<file path="src/rtl/rtc_sync_wport_pkg.sv">
package rtc_sync_wport_pkg;
  localparam int AW  = 3;
  localparam int STW = 16;
  localparam int PEND_BIT = 14;
  localparam int DONE_BIT = 15;

  localparam logic [AW-1:0] SEL_TIME   = 3'd0;
  localparam logic [AW-1:0] SEL_ALARM  = 3'd1;
  localparam logic [AW-1:0] SEL_SWCNT  = 3'd2;
  localparam logic [AW-1:0] SEL_IEN    = 3'd3;
  localparam logic [AW-1:0] SEL_PREN   = 3'd4;
  localparam logic [AW-1:0] SEL_STATUS = 3'd5;

  typedef struct packed {
    logic accept;   // capture bus write into holding register
    logic apply;    // commit holding register this cycle
    logic stsClr;   // write-one-to-clear on status
    logic pending;  // a held write waits for a tick
  } strobes_t;
endpackage

</file>
<file path="src/rtl/rtc_sync_wport_ctrl.sv">
module rtc_sync_wport_ctrl
  import rtc_sync_wport_pkg::*;
(
  input  logic          clk,
  input  logic          rstN,
  input  logic          busWe,
  input  logic [AW-1:0] busAddr,
  input  logic          tick1Hz,
  input  logic          rawEdge,
  input  logic          prenQ,
  output strobes_t      strb
);
  logic pendQ;
  logic syncTick;
  logic isSync;

  always_comb begin
    syncTick    = prenQ ? tick1Hz : rawEdge;
    isSync      = (busAddr <= SEL_PREN);
    strb.accept = busWe && isSync && !pendQ;
    strb.apply  = pendQ && syncTick;
    strb.stsClr = busWe && (busAddr == SEL_STATUS);
    strb.pending = pendQ;
  end

  always_ff @(posedge clk) begin
    if (!rstN)             pendQ <= 1'b0;
    else if (strb.apply)   pendQ <= 1'b0;
    else if (strb.accept)  pendQ <= 1'b1;
  end
endmodule

</file>
<file path="src/rtl/rtc_sync_wport_dp.sv">
module rtc_sync_wport_dp
  import rtc_sync_wport_pkg::*;
#(
  parameter int DW   = 32,
  parameter int NEVT = 7
)(
  input  logic          clk,
  input  logic          rstN,
  input  strobes_t      strb,
  input  logic [AW-1:0] busAddr,
  input  logic [DW-1:0] busWdata,
  input  logic [NEVT-1:0] evtIn,
  output logic [DW-1:0] busRdata,
  output logic          irq,
  output logic          prenQ,
  output logic [AW-1:0] holdAddr,
  output logic [DW-1:0] holdData
);
  localparam logic [STW-1:0] IRQ_MASK = ~(STW'(1) << PEND_BIT);

  logic [DW-1:0]   timeQ, alarmQ, swQ;
  logic [STW-1:0]  ienQ;
  logic [NEVT-1:0] evtQ;
  logic            doneQ;
  logic [STW-1:0]  clrMask;
  logic [STW-1:0]  stsView;

  always_ff @(posedge clk) begin
    if (!rstN) begin
      holdAddr <= '0;
      holdData <= '0;
    end else if (strb.accept) begin
      holdAddr <= busAddr;
      holdData <= busWdata;
    end
  end

  always_ff @(posedge clk) begin
    if (!rstN) begin
      timeQ  <= '0;
      alarmQ <= '0;
      swQ    <= '0;
      ienQ   <= '0;
      prenQ  <= 1'b0;
    end else if (strb.apply) begin
      case (holdAddr)
        SEL_TIME:  timeQ  <= holdData;
        SEL_ALARM: alarmQ <= holdData;
        SEL_SWCNT: swQ    <= holdData;
        SEL_IEN:   ienQ   <= holdData[STW-1:0];
        SEL_PREN:  prenQ  <= holdData[0];
        default: ;
      endcase
    end
  end

  always_comb clrMask = strb.stsClr ? busWdata[STW-1:0] : '0;

  always_ff @(posedge clk) begin
    if (!rstN) begin
      evtQ  <= '0;
      doneQ <= 1'b0;
    end else begin
      evtQ  <= (evtQ & ~clrMask[NEVT-1:0]) | evtIn;
      doneQ <= strb.apply | (doneQ & ~clrMask[DONE_BIT]);
    end
  end

  always_comb begin
    stsView = '0;
    stsView[NEVT-1:0] = evtQ;
    stsView[PEND_BIT] = strb.pending;
    stsView[DONE_BIT] = doneQ;
    irq = |(stsView & ienQ & IRQ_MASK);
  end

  always_comb begin
    busRdata = '0;
    case (busAddr)
      SEL_TIME:   busRdata = timeQ;
      SEL_ALARM:  busRdata = alarmQ;
      SEL_SWCNT:  busRdata = swQ;
      SEL_IEN:    busRdata = DW'(ienQ);
      SEL_PREN:   busRdata = DW'(prenQ);
      SEL_STATUS: busRdata = DW'(stsView);
      default:    busRdata = '0;
    endcase
  end
endmodule

</file>
<file path="src/rtl/rtc_sync_wport.sv">
module rtc_sync_wport
  import rtc_sync_wport_pkg::*;
#(
  parameter int DW   = 32,
  parameter int NEVT = 7
)(
  input  logic            clk,
  input  logic            rstN,
  input  logic            busWe,
  input  logic [2:0]      busAddr,
  input  logic [DW-1:0]   busWdata,
  output logic [DW-1:0]   busRdata,
  input  logic            tick1Hz,
  input  logic            rawEdge,
  input  logic [NEVT-1:0] evtIn,
  output logic            irq,
  output logic            applyStb,
  output logic [2:0]      applyAddr,
  output logic [DW-1:0]   applyData
);
  strobes_t strb;
  logic     prenQ;
  logic     pending;

  rtc_sync_wport_ctrl u_ctrl (
    .clk(clk), .rstN(rstN), .busWe(busWe), .busAddr(busAddr),
    .tick1Hz(tick1Hz), .rawEdge(rawEdge), .prenQ(prenQ), .strb(strb)
  );

  rtc_sync_wport_dp #(.DW(DW), .NEVT(NEVT)) u_dp (
    .clk(clk), .rstN(rstN), .strb(strb), .busAddr(busAddr),
    .busWdata(busWdata), .evtIn(evtIn), .busRdata(busRdata), .irq(irq),
    .prenQ(prenQ), .holdAddr(applyAddr), .holdData(applyData)
  );

  assign applyStb = strb.apply;
  assign pending  = strb.pending;
endmodule

</file>
<file path="config.mk">
export PLATFORM = sky130hd
export DESIGN_NAME = rtc_sync_wport
export DESIGN_NICKNAME = d
export VERILOG_FILES = /design/src/rtl/rtc_sync_wport_pkg.sv /design/src/rtl/rtc_sync_wport_ctrl.sv /design/src/rtl/rtc_sync_wport_dp.sv /design/src/rtl/rtc_sync_wport.sv
export SDC_FILE = /design/constraint.sdc
export NUM_CORES = 1
export LEC_CHECK = 0
export BUFFER_PORTS_ARGS = -buffer_cell sky130_fd_sc_hd__buf_2
export CAP_MARGIN = 20
export CORE_AREA = 3 3 115 117
export DETAILED_ROUTE_END_ITERATION = 7
export DIE_AREA = 0 0 118 120
export PLACE_DENSITY_LB_ADDON = 0.3
export SLEW_MARGIN = 5
export SYNTH_ARGS = -nofsm -noshare
export SYNTH_HDL_FRONTEND = slang
export SYNTH_SLANG_ARGS = --single-unit
export TNS_END_PERCENT = 20
</file>
<file path="constraint.sdc">
create_clock -name clk -period 1.7 [get_ports clk]
set_input_delay 0.17 -clock clk [delete_from_list [all_inputs] [get_ports clk]]
set_output_delay 0.17 -clock clk [all_outputs]
set_load 0.005 [all_outputs]
</file>
==> impl_metrics.yaml <==
power:
  p_leak_nw: 4.49
  peakVddDrop_uv: 753
  p_per_area_nw_per_um2: 986
placed_design:
  pre_cts_slack_ns: 0.183
  gp_congestion: 0.791
  io_buffers: 115
  placed_cell_area_um2: 7730
  dp_hpwl_mm: 11.3
cells_and_area:
  fin_area_um2: 8760
  layout.nets: 890
  layout_common_cells: "183 x nand2_1, 180 x mux2i_1, 154 x dfxtp_1, 113 x buf_2, 36 x dlygate4sd3_1"
  diodes: 0
  drive_above_1_share_pct: 22.2
  area_delta_synth_final_pct: 27.3
  final_common_cell: "nand2_1"
min_path:
  hold_class: "input port to register"
logic_synthesis:
  synth_edf_count: 0
  netlist.area_leader.share_pct: 45.7
  syn_nets: 748
  yosysWarnings: 0
  ys.flop_type: "dfxtp_1"
  seq_area_frac_synth_pct: 45.7
  netlist_instances: 701
  synth-seq-cells: 157
  avgSynthCellArea_um2: 9.82
  synthArstFlopShare_pct: 0
  ys_types: 36
  synth_top_cell_by_area: "dfxtp_1"
  synth_area_leaders: "dfxtp_1 46%, mux2i_1 26%, nand2_1 10%"
  netlist_area_um2: 6880
drt:
  avgRoutedWirePerCell_um: 16.6
  dr.first_iter.drc_count: 406
  via_count: 5550
  vias_per_cell: 5.41
  drt-total-wl_mm: 17.0
  first_pass_iters: 5
  drc: 0
  antenna_left: 0
critical_path:
  crit_chain: "mux4_2 > nor2b_4 > a31o_4 > buf_6"
  required_ns: 1.53
  cp_slowest_cell: "mux4_2"
  end_kind: "output pin"
  worst_setup_path_start_kind: "register"
  path_class: "register to output pin"
  cp_data_arrival_time_ns: 1.68
  cpPeakStageDelay_ns: 0.46
  crit_fanout: 2
  regToRegSetupSlack_ns: 0.17
sta:
  slew_viol_final: 0
  worst_pin_slew_ns: 0.427
  hold_viol_final: 0
  rsz0062_at_grt: "true"
  max_freq_ghz: 0.540
  setup_viol: 1
  fin_crit_ns: 1.85
  hold_slack_ns: 0.00714
  fin_crit_sh_pct: 109
  clock_skew_ns: 0.00661
  maxSlewHeadroom_pct: 71.5
  postLayoutSetupSlackWorst_ns: -0.150
grt:
  globalRouteOverflowTotal: 0
  grt_pass1_vias: 5607
  grt_max_degree: 47
  grt_pass1_wl_mm: 27.6
  track_usage_pct: 24.3
  antenna_found_initial: 0
die:
  coreArea_um2: 12500
  die_width_um: 118
  dieArea_um2: 14200
  io_pins: 116
  start_util_pct: 55.2
  fp-row-count: 41
  die_y_um: 120
clock_tree:
  cts_tree: "built"
  cts.sinks: 157
  clk_latency_ns: 0.43
  ctsRootBufferMaster: "clkbuf_16"
  htreeDepth: 4
  cts_max_path_buffers: 2
  cts_buffers: 17
  clk_pin_slew_ns: 0.06
outcome:
  violations: "negative setup slack"
  status: "complete, but fails checks"
flow_run:
  drv_cap: 0
-- where the power goes --
group          internal (mW)  leakage, nW  switching [mW]
clock                   2.70        0.313            1.41
sequential              3.76         1.27          0.0512
combinational          0.344         2.90           0.381
-- repair_timing --
action	4_1_cts	5_1_grt
gates resized for setup	2	7
setup buffers	0	0
hold buffers	36	0
endpoints found under the setup margin	2	3
hold endpoints to repair	36	0
-- final timing paths --
| check | start | end | cells after the start |
|---|---|---|---|
| max | u_dp.ienQ[14]$_SDFFE_PN0P_ | busRdata[14] | 4 |
| min reg2reg | u_dp.ienQ[9]$_SDFFE_PN0P_ | u_dp.ienQ[9]$_SDFFE_PN0P_ | 2 |
| max reg2reg | u_dp.holdAddr[2]$_SDFFE_PN0P_ | u_dp.ienQ[10]$_SDFFE_PN0P_ | 3 |
| min | evtIn[0] | u_dp.evtQ[0]$_SDFF_PN0_ | 3 |
-- sequential cells by signal, summed over array words and instances (netlist names) --
register,count
u_dp.doneQ,1
u_dp.evtQ,7
u_dp.ienQ,16
u_dp.swQ,32
u_dp.holdData,32
u_ctrl.pendQ,1
u_dp.holdAddr,3
u_dp.alarmQ,32
u_dp.timeQ,32
u_dp.prenQ,1
-- area by class of cell --
| class | count | area, µm² |
|---|---|---|
| clock inverter | 7 | 160 |
| sequential | 157 | 3150 |
| multi-input combinational | 481 | 3440 |
| timing repair buffer | 179 | 1300 |
| fill | 909 | 3700 |
| inverter | 7 | 26.3 |
| tap | 172 | 215 |
| clock buffer | 23 | 478 |
-- layer usage --
metal | up-vias | GRT usage, % | share of wire, % | wire length, µm
li1 | 2686 | - | - | -
met1 | 2705 | 29.6 | 44 | 7470
met2 | 130 | 41.7 | 50 | 8510
met3 | 29 | 6.03 | 4.2 | 720
met4 | 0 | 9.45 | 1.9 | 325
met5 | - | 0 | 0 | 0
-- cell usage after synthesis (2+ instances only) --
cell type / n
nand2_1: 183
mux2i_1: 180
dfxtp_1: 157
clkbuf_1: 29
nor2_1: 17
a2bb2oi_1: 15
o21ai_0: 15
buf_4: 11
buf_2: 9
nand3b_1: 9
nor2b_1: 9
mux4_2: 8
a21o_1: 7
a31oi_1: 7
inv_1: 7
nor3_1: 7
buf_6: 5
a22oi_1: 4
a21oi_1: 2
nand4_1: 2
nand4b_2: 2
o21a_1: 2
-- cells by family after synthesis --
family                 share of synthesized area (%)
AOI/OAI and AO/OA                               5.69
buffers and inverters                           4.98
DFF                                             45.7
muxes                                           29.0
and+or+nand+nor                                 14.7
-- worst max-delay path, delay by kind of cell (launching register included) --
| family | cells | cell delay (ns) |
|---|---|---|
| AO/OA/AOI/OAI | 1 | 0.22 |
| flip-flops | 1 | 0.32 |
| buffers and inverters | 1 | 0.11 |
| AND/OR/NAND/NOR | 1 | 0.14 |
| multiplexers | 1 | 0.46 |
-- through the flow --
step	utilization (%)	power (mW)	TNS [ns]	cells
after global routing	70.3	8.92	-0.189	1026
after global placement	62.0	4.51	0	960
after CTS	70.1	8.69	-0.181	1026
final	70.3	8.64	-0.150	1026
after detailed placement	62.0	4.54	0	960
after floorplan	-	4.28	0	701
(Power assumes the default switching activity.)
